--- config.mk ---
export PLATFORM = sky130hd
export DESIGN_NAME = sdram_pwrup_seq
export DESIGN_NICKNAME = d
export VERILOG_FILES = /design/src/rtl/sdr_seq_pkg.sv /design/src/rtl/sdr_clk_gen.sv /design/src/rtl/sdr_span_ctr.sv /design/src/rtl/sdram_pwrup_seq.sv
export SDC_FILE = /design/constraint.sdc
export NUM_CORES = 1
export LEC_CHECK = 0
export ABC_AREA = 0
export ABC_CLOCK_PERIOD_IN_PS = 3950
export BUFFER_PORTS_ARGS = -buffer_cell sky130_fd_sc_hd__buf_2
export CAP_MARGIN = 20
export CORE_UTILIZATION = 32
export CTS_CLUSTER_DIAMETER = 60
export DETAILED_ROUTE_END_ITERATION = 10
export GPL_ROUTABILITY_DRIVEN = 0
export SLEW_MARGIN = 20
export SYNTH_ARGS = -nofsm -noshare
export SYNTH_HDL_FRONTEND = slang
export SYNTH_SLANG_ARGS = --single-unit
--- constraint.sdc ---
create_clock -name clk -period 3.95 [get_ports clk]
set_clock_uncertainty 0.15 [all_clocks]
set_input_delay 0.1975 -clock clk [delete_from_list [all_inputs] [get_ports clk]]
set_output_delay 0.1975 -clock clk [all_outputs]
set_load 0.02 [all_outputs]
--- src/rtl/sdr_seq_pkg.sv ---
package sdr_seq_pkg;

    typedef enum logic [3:0] {
        S_PWR_LOW,
        S_PWR_HIGH,
        S_PRE_ALL,
        S_AREF_RUN,
        S_LOAD_MODE,
        S_SETTLE,
        S_READY,
        S_SR_ENTER,
        S_SR_HOLD,
        S_SR_EXIT
    } seq_state_e;

    // {cs_n, ras_n, cas_n, we_n}
    localparam logic [3:0] CMD_INHIBIT = 4'b1111;
    localparam logic [3:0] CMD_PRE     = 4'b0010;
    localparam logic [3:0] CMD_AREF    = 4'b0001;
    localparam logic [3:0] CMD_LMR     = 4'b0000;

endpackage

--- src/rtl/sdr_clk_gen.sv ---
module sdr_clk_gen #(
    parameter int DIV = 4
) (
    input  logic clk,
    input  logic rst_n,
    output logic sd_clk,
    output logic tick
);
    localparam int CW   = (DIV > 2) ? $clog2(DIV) : 1;
    localparam int HALF = DIV / 2;

    logic [CW-1:0] phase_q;
    logic [CW-1:0] phase_inc;
    logic          wrap;

    assign wrap      = (phase_q == CW'(DIV - 1));
    assign phase_inc = phase_q + CW'(1);
    assign tick      = wrap;

    always_ff @(posedge clk) begin
        if (!rst_n) begin
            phase_q <= '0;
            sd_clk  <= 1'b0;
        end else if (wrap) begin
            phase_q <= '0;
            sd_clk  <= 1'b0;
        end else begin
            phase_q <= phase_inc;
            sd_clk  <= (phase_inc >= CW'(HALF));
        end
    end


    tick_in_high_chk: assert property (@(posedge clk) disable iff (!rst_n)
        tick |-> sd_clk);


    fall_after_tick_chk: assert property (@(posedge clk) disable iff (!rst_n)
        tick |=> !sd_clk);


    rise_mid_period_chk: assert property (@(posedge clk) disable iff (!rst_n)
        $rose(sd_clk) |-> (phase_q == CW'(HALF)));

endmodule

--- src/rtl/sdr_span_ctr.sv ---
module sdr_span_ctr #(
    parameter int W = 4
) (
    input  logic         clk,
    input  logic         rst_n,
    input  logic         tick,
    input  logic         restart,
    input  logic [W-1:0] limit,
    output logic         last
);
    logic [W-1:0] cnt_q;

    assign last = (cnt_q == (limit - W'(1)));

    always_ff @(posedge clk) begin
        if (!rst_n) begin
            cnt_q <= '0;
        end else if (tick) begin
            if (restart) begin
                cnt_q <= '0;
            end else if (!last) begin
                cnt_q <= cnt_q + W'(1);
            end
        end
    end


    span_in_range_chk: assert property (@(posedge clk) disable iff (!rst_n)
        cnt_q < limit);


    span_frozen_chk: assert property (@(posedge clk) disable iff (!rst_n)
        !$past(tick) |-> $stable(cnt_q));

endmodule

--- src/rtl/sdram_pwrup_seq.sv ---
module sdram_pwrup_seq
    import sdr_seq_pkg::*;
#(
    parameter int          CLK_DIV       = 4,
    parameter int          ROW_BITS      = 12,
    parameter int          BANK_BITS     = 2,
    parameter int          AP_BIT        = 10,
    parameter int unsigned MODE_WORD     = 'h23,
    parameter int          INIT_LOW_CYC  = 500,
    parameter int          INIT_HIGH_CYC = 3000,
    parameter int          REFRESH_NUM   = 8,
    parameter int          SETTLE_CYC    = 2,
    parameter int          EXIT_CYC      = 3
) (
    input  logic                 clk,
    input  logic                 rst_n,
    input  logic                 sleep_req,
    input  logic                 wake_req,
    output logic                 sd_clk,
    output logic                 sd_cke,
    output logic                 sd_cs_n,
    output logic                 sd_ras_n,
    output logic                 sd_cas_n,
    output logic                 sd_we_n,
    output logic [ROW_BITS-1:0]  sd_addr,
    output logic [BANK_BITS-1:0] sd_ba,
    output logic                 init_done,
    output logic                 ready,
    output logic                 asleep
);
    localparam int M1       = (INIT_LOW_CYC > INIT_HIGH_CYC) ? INIT_LOW_CYC : INIT_HIGH_CYC;
    localparam int M2       = (REFRESH_NUM > SETTLE_CYC) ? REFRESH_NUM : SETTLE_CYC;
    localparam int M3       = (M1 > M2) ? M1 : M2;
    localparam int SPAN_MAX = (M3 > EXIT_CYC) ? M3 : EXIT_CYC;
    localparam int CNT_W    = $clog2(SPAN_MAX + 1);

    localparam logic [ROW_BITS-1:0] AP_MASK  = ROW_BITS'(1) << AP_BIT;
    localparam logic [ROW_BITS-1:0] MODE_VAL = ROW_BITS'(MODE_WORD);

    seq_state_e          state_q, state_nx;
    logic                tick;
    logic                span_last;
    logic                span_restart;
    logic [CNT_W-1:0]    span_limit;
    logic [3:0]          cmd;
    logic                done_q;

    sdr_clk_gen #(.DIV(CLK_DIV)) u_clk (
        .clk    (clk),
        .rst_n  (rst_n),
        .sd_clk (sd_clk),
        .tick   (tick)
    );

    sdr_span_ctr #(.W(CNT_W)) u_span (
        .clk     (clk),
        .rst_n   (rst_n),
        .tick    (tick),
        .restart (span_restart),
        .limit   (span_limit),
        .last    (span_last)
    );

    assign span_restart = (state_nx != state_q);

    // Length of each timed state in SDRAM cycles
    always_comb begin
        unique case (state_q)
            S_PWR_LOW:  span_limit = CNT_W'(INIT_LOW_CYC);
            S_PWR_HIGH: span_limit = CNT_W'(INIT_HIGH_CYC);
            S_AREF_RUN: span_limit = CNT_W'(REFRESH_NUM);
            S_SETTLE:   span_limit = CNT_W'(SETTLE_CYC);
            S_SR_EXIT:  span_limit = CNT_W'(EXIT_CYC);
            default:    span_limit = CNT_W'(1);
        endcase
    end

    // Transition logic
    always_comb begin
        state_nx = state_q;
        unique case (state_q)
            S_PWR_LOW:   if (span_last) state_nx = S_PWR_HIGH;
            S_PWR_HIGH:  if (span_last) state_nx = S_PRE_ALL;
            S_PRE_ALL:   state_nx = S_AREF_RUN;
            S_AREF_RUN:  if (span_last) state_nx = S_LOAD_MODE;
            S_LOAD_MODE: state_nx = S_SETTLE;
            S_SETTLE:    if (span_last) state_nx = S_READY;
            S_READY:     if (sleep_req) state_nx = S_SR_ENTER;
            S_SR_ENTER:  state_nx = S_SR_HOLD;
            S_SR_HOLD:   if (wake_req) state_nx = S_SR_EXIT;
            S_SR_EXIT:   if (span_last) state_nx = S_READY;
            default:     state_nx = S_PWR_LOW;
        endcase
    end

    // State register: advances once per SDRAM period
    always_ff @(posedge clk) begin
        if (!rst_n) begin
            state_q <= S_PWR_LOW;
            done_q  <= 1'b0;
        end else if (tick) begin
            state_q <= state_nx;
            if (state_q == S_SETTLE && span_last) begin
                done_q <= 1'b1;
            end
        end
    end

    // Output decode
    always_comb begin
        sd_cke  = 1'b1;
        cmd     = CMD_INHIBIT;
        sd_addr = '0;
        sd_ba   = '0;
        unique case (state_q)
            S_PWR_LOW:   sd_cke = 1'b0;
            S_PWR_HIGH:  ;
            S_PRE_ALL: begin
                cmd     = CMD_PRE;
                sd_addr = AP_MASK;
            end
            S_AREF_RUN:  cmd = CMD_AREF;
            S_LOAD_MODE: begin
                cmd     = CMD_LMR;
                sd_addr = MODE_VAL;
            end
            S_SETTLE:    ;
            S_READY:     ;
            S_SR_ENTER: begin
                cmd    = CMD_AREF;
                sd_cke = 1'b0;
            end
            S_SR_HOLD:   sd_cke = 1'b0;
            S_SR_EXIT:   ;
            default:     ;
        endcase
    end

    assign {sd_cs_n, sd_ras_n, sd_cas_n, sd_we_n} = cmd;
    assign init_done = done_q;
    assign ready     = (state_q == S_READY);
    assign asleep    = (state_q == S_SR_HOLD);


    cmd_on_tick_only_chk: assert property (@(posedge clk) disable iff (!rst_n)
        !$past(tick) |-> ($stable(cmd) && $stable(sd_cke) && $stable(sd_addr)));


    lmr_after_aref_chk: assert property (@(posedge clk) disable iff (!rst_n)
        $rose(cmd == CMD_LMR) |-> ($past(cmd) == CMD_AREF));


    done_sticky_chk: assert property (@(posedge clk) disable iff (!rst_n)
        init_done |=> init_done);


    sr_entry_aref_chk: assert property (@(posedge clk) disable iff (!rst_n)
        $fell(sd_cke) |-> (cmd == CMD_AREF));


    cke_rise_inhibit_chk: assert property (@(posedge clk) disable iff (!rst_n)
        $rose(sd_cke) |-> (cmd == CMD_INHIBIT));


    no_sleep_before_done_chk: assert property (@(posedge clk) disable iff (!rst_n)
        $fell(sd_cke) |-> init_done);

endmodule

### Word level (Yosys, flattened, before mapping)

Cells that the tools add are included.

| word-level totals | value |
|---|---|
| register bits after elaboration | 20 |
| bits of input ports | 4 |
| logic and storage cells | 44 |
| output and inout port bits | 23 |

| operators by class | value |
|---|---|
| magnitude comparators | 1 |
| add/subtract/negate cells | 3 |
| reductions and logical operators | 8 |
| mux-type cells | 13 |
| bitwise operators | 1 |
| equality and inequality tests | 13 |

Operator list:

| cell | count |
|---|---|
| case mux 12 bit (5 select lines) | 1 |
| case mux 4 bit (9 select lines) | 1 |
| 2-to-1 mux 12 bit | 2 |
| 2-to-1 mux 4 bit | 6 |
| case mux 11 bit (2 select lines) | 1 |
| equality test 4 x 3 -> 1 bit, second input constant | 4 |
| adder 12 x 1 -> 12 bit, second input constant | 1 |
| equality test 12 bit | 1 |
| case mux 4 bit (3 select lines) | 1 |
| subtractor 12 x 1 -> 12 bit, second input constant | 1 |
| equality test 4 x 2 -> 1 bit, second input constant | 2 |
| equality test 4 bit, second input constant | 2 |
| OR reduction 2 bit | 3 |
| equality test 4 x 1 -> 1 bit, second input constant | 1 |
| zero test 4 bit | 1 |
| inequality test 4 bit | 1 |
| AND reduction 2 bit | 2 |
| OR reduction 3 bit | 1 |
| adder 2 x 1 -> 2 bit, second input constant | 1 |
| equality test 2 bit, second input constant | 1 |
| >= comparator 2 bit, second input constant | 1 |
| inequality test 2 x 1 -> 1 bit, second input constant | 1 |
| logical AND 1 bit | 1 |
| 2-to-1 mux 1 bit | 1 |
| NOT 1 bit | 1 |

### Depth between registers and ports, before layout

| depth | value |
|---|---|
| word-level depth | 9 |
| gate-level depth with buffers | 13 |
| mapped depth without buffers | 11 |

### Modules after synthesis

A second synthesis with hierarchy kept.

| unflattened totals | value |
|---|---|
| cell total of the unflattened synthesis | 234 |
| area, all modules | 1,788.0 sq um |

By module, submodules not included:

| module | sequential area each (sq um) | instances | cells each | area each (sq um) |
|---|---|---|---|---|
| sdr_span_ctr | 240.2 | 1 | 139 | 1,094.8 |
| sdram_pwrup_seq | 100.1 | 1 | 90 | 619.3 |
| sdr_clk_gen | 40.0 | 1 | 5 | 73.8 |

### Least setup slack after synthesis

Ideal clock, no wire load.

| timing path | value |
|---|---|
| path type | reg2reg |
| start point | reg state_q[3] |
| end point | reg u_span.cnt_q[2] |
| cell stages (with the launch flop) | 14 |
| setup time | 74 ps |
| data required time | 3,726 ps |
| arrival | 2,925 ps |
| path slack | 801 ps |
| clock period less this slack | 3,149 ps |
| path buffers | 3 |
| path through | dfxtp_1 > buf_4 > clkbuf_1 > xor2_1 > nand3_1 > ha_1 > and4b_1 > a311o_1 > a211o_1 > o21ai_4 > o21ai_2 > a221o_1 > buf_6 > a31oi_2 |

| between the ends | value |
|---|---|
| word-level cells in the longest chain between the ends | 9 |

Ends and longest elaborated chain:

| item | line | text |
|---|---|---|
| from (decl) | sdram_pwrup_seq.sv:40 | `seq_state_e state_q, state_nx;` |
| from (signal assigned) | sdram_pwrup_seq.sv:102 | `state_q <= state_nx;` |
| equality test 4 bit, or another cell as far along | sdram_pwrup_seq.sv:68, sdram_pwrup_seq.sv:81 |  |
| case mux 12 bit (5 select lines) | sdram_pwrup_seq.sv:68 | `unique case (state_q)` |
| subtractor 12 x 1 -> 12 bit | sdr_span_ctr.sv:13 | `assign last = (cnt_q == (limit - W'(1)));` |
| equality test 12 bit | sdr_span_ctr.sv:13 |  |
| 2-to-1 mux 4 bit (on tied branches) | - |  |
| case mux 4 bit (9 select lines) | sdram_pwrup_seq.sv:81 | `unique case (state_q)` |
| inequality test 4 bit | sdram_pwrup_seq.sv:64 | `assign span_restart = (state_nx != state_q);` |
| inequality test 2 x 1 -> 1 bit (no source line) | - |  |
| AND reduction 2 bit (no source line) | - |  |
| to (signal assigned) | sdr_span_ctr.sv:22 | `cnt_q <= cnt_q + W'(1);` |
| to (decl) | sdr_span_ctr.sv:11 | `logic [W-1:0] cnt_q;` |

Several ways; a longest one is shown, not always the timed one.
A chain may end at the register's enable or synchronous reset.

### Final worst setup path

| timing path | value |
|---|---|
| start point | reg state_q[2] |
| end point | reg u_span.cnt_q[10] |

Same word-level chain as after synthesis.

==> impl_metrics.json <==
{
  "hold_viol": 0,
  "power_density_nw_per_um2": 218.1,
  "yosysWarningCount": 0,
  "cp-start-kind": "flop",
  "first_global_vias": 1304,
  "synth_edf_count": 0,
  "drc": 0,
  "tns_ps": 0,
  "numCtsBuffers": 3,
  "layout.nets": 231,
  "final_max_slew_viol_count": 0,
  "r2r_cells": 11,
  "finalSetupViolCount": 0,
  "dieArea_um2": 5316,
  "worstHoldStart": "rst_n",
  "finalCritPeriodShare": 0.8534,
  "yosys-top-cells-area": "dfxtp_1 (24%), buf_4 (7.0%), xnor2_1 (6.0%)",
  "hold-path-endpoint": "state_q[0]",
  "htreeDepth": 1,
  "antenna_cells": 0,
  "p_int_w": 0.0002738,
  "drt-initial-drc-count": 53,
  "synth_top_area_cell": "dfxtp_1",
  "p_clk_frac": 0.387,
  "final_cells": 290,
  "clock_path_buffers": 2,
  "synth_top_area_frac": 0.2364,
  "synth_cell_types": 52,
  "vias_per_cell": 5.079,
  "dpl.hpwl_um": 2803,
  "vias": 1473,
  "ys_ff_latch": 19,
  "grt_use_total": 0.1472,
  "first_pass_iters": 4,
  "grt_max_degree": 18,
  "irDropWorstVdd_mv": 0.1567,
  "dp_cells": 286,
  "crit_fanout": 11,
  "hold_path.class": "in2reg",
  "cp.arrival_ps": 3370,
  "hold_path_depth": 2,
  "grt_first_pass_wirelength_um": 6134,
  "ys.flop_type": "dfxtp_1",
  "grt_setup_unrepaired": "false",
  "initial_utilization": 0.3362,
  "syn_area_per_cell_um2": 7.519,
  "fillers": 515,
  "row_count": 25,
  "cts_tree": "built",
  "r2r_setup_slack_ps": 580,
  "required_ps": 3950,
  "holdBufCountCts": 0,
  "power_switching_w": 0.0001012,
  "crit_path_end_kind": "flop",
  "drv_cap": 0,
  "pwr-share-comb": 0.086,
  "area_growth_pct": 6.843,
  "clock_latency_ps": 260,
  "crit_type": "reg2reg",
  "cts.sinks": 19,
  "outcome": "complete, no violations",
  "slew_headroom": 0.6450,
  "coreArea_um2": 4786,
  "io_pins": 27,
  "p_sw_frac": 0.2699,
  "clock-root-buffer": "clkbuf_8",
  "syn_area_um2": 1609,
  "wl_per_cell_um": 12.44,
  "io_buffers": 16,
  "p_leak_nw": 0.6415,
  "antenna_left": 0,
  "timing.rr.end": "u_span.cnt_q[10]",
  "timing.final.crit_period_ps": 3371,
  "wirelength_um": 3607,
  "synthArstFlopShare": 0,
  "synthCells": 214,
  "grt_overflow": 0,
  "r2r_start": "state_q[2]",
  "die_x_um": 72.91,
  "ys_seq_area_frac": 0.2364,
  "clkTransAtPathRegs_ps": 80,
  "drive_gt1_frac": 0.1928,
  "antenna_found_initial": 0,
  "max_freq_ghz": 0.2967,
  "die_y_um": 72.91,
  "seqPwrFrac": 0.527,
  "post_cts_resized": 0,
  "worst_pin_slew_ps": 532.3,
  "cts_setup_buffers": 0
}
-- worst max path at each step --
stage,startpoint,end,cells after the start
final,state_q[2],u_span.cnt_q[10],11
after global routing,state_q[2],u_span.cnt_q[6],11
after CTS,state_q[2],u_span.cnt_q[10],11
after detailed placement,state_q[2],u_span.cnt_q[11],11
after global placement,state_q[2],u_span.cnt_q[5],11
after floorplan,state_q[3],u_span.cnt_q[2],13
-- cell usage after synthesis, drive strengths merged, types with 4 or more instances --
cell    instances
a211oi          5
a21oi          15
buf            19
clkbuf          5
dfxtp          19
inv             9
nand2          24
nand3           8
nor2           25
nor2b           4
nor3           13
o21ai          10
or3             6
xnor2          11
xor2            6
-- state kept, by name, summed over array words and instances, names as in the netlist --
register and cells:
u_span.cnt_q 12, state_q 4, u_clk.phase_q 2, init_done 1
-- worst max-delay path: stages, from the launching register on --
cell	delay, ps
dfxtp_1	510
buf_4	250
xor2_1	150
nand3_1	100
ha_1	280
xnor2_1	310
xnor2_1	100
nor3_1	310
o21ai_4	140
nor3_4	320
a221o_1	540
nor2_2	70
-- kinds of logic after synthesis --
family / count (synthesis) / synth area share
AND/OR/NAND/NOR: 93 / 0.3064
buffers and inverters: 33 / 0.1229
XOR/XNOR: 17 / 0.09253
flip-flops: 19 / 0.2364
AO/OA/AOI/OAI: 48 / 0.2162
other: 1 / 0.002331
adder cells (fa/ha/maj): 3 / 0.02333
-- layout by cell type, fill, tap and decap left out, types with 4 or more instances in the layout --
cell type  count
conb_1        10
inv_1          8
buf_2         16
buf_4          4
nand3_1        8
a21oi_1       14
xor2_1         6
xnor2_1       11
dfxtp_1       19
nor2_1        16
nor3_1        12
or3_1          6
o21ai_0        6
nor2b_1        4
nand2_1       24
a211oi_1       4
nor2_2         9
-- area by class of cell --
cell class,instances,area [µm²],share of cell area
Multi-Input combinational cell,171,1065,0.6194
Clock buffer,3,41.29,0.02402
Inverter,9,33.78,0.01965
Timing Repair Buffer,20,110.1,0.06405
Clock inverter,1,5.005,0.002911
Tap cell,67,83.83,0.04876
Sequential cell,19,380.4,0.2213
-- metrics by stage --
step / area, µm² / worst slack (ps) / utilization / total power, W / hold slack [ps]
finish: 1719 / 579.2 / 0.3592 / 0.0003750 / 71.35
global route: 1719 / 284.1 / 0.3592 / 0.0003925 / 73.30
CTS: 1719 / 557.7 / 0.3592 / 0.0003774 / 73.53
detailed placement: 1673 / 551.3 / 0.3495 / 0.0002348 / 276.3
global placement: 1673 / 606.8 / 0.3495 / 0.0002350 / 267.9
floorplan: 1643 / 801.0 / - / 0.0002354 / 165.0
-- power by group through the flow --
stage                     registers [W]  logic (W)  clock network (W)
after detailed placement       0.000202  0.0000323                  0
after global routing           0.000198  0.0000363           0.000158
after global placement         0.000202  0.0000326                  0
after CTS                      0.000198  0.0000325           0.000147
final                          0.000198  0.0000323           0.000145
after floorplan                0.000204  0.0000319                  0
-- routing by layer --
layer / wire (µm) / vias to the layer above / global-route usage
met5: 0 / - / 0
met4: 66 / 0 / 0.05011
met3: 106 / 8 / 0.02624
met2: 1610 / 29 / 0.2305
met1: 1824 / 688 / 0.2034
li1: - / 748 / -
No activity file was read; power rests on OpenSTA's default activity.
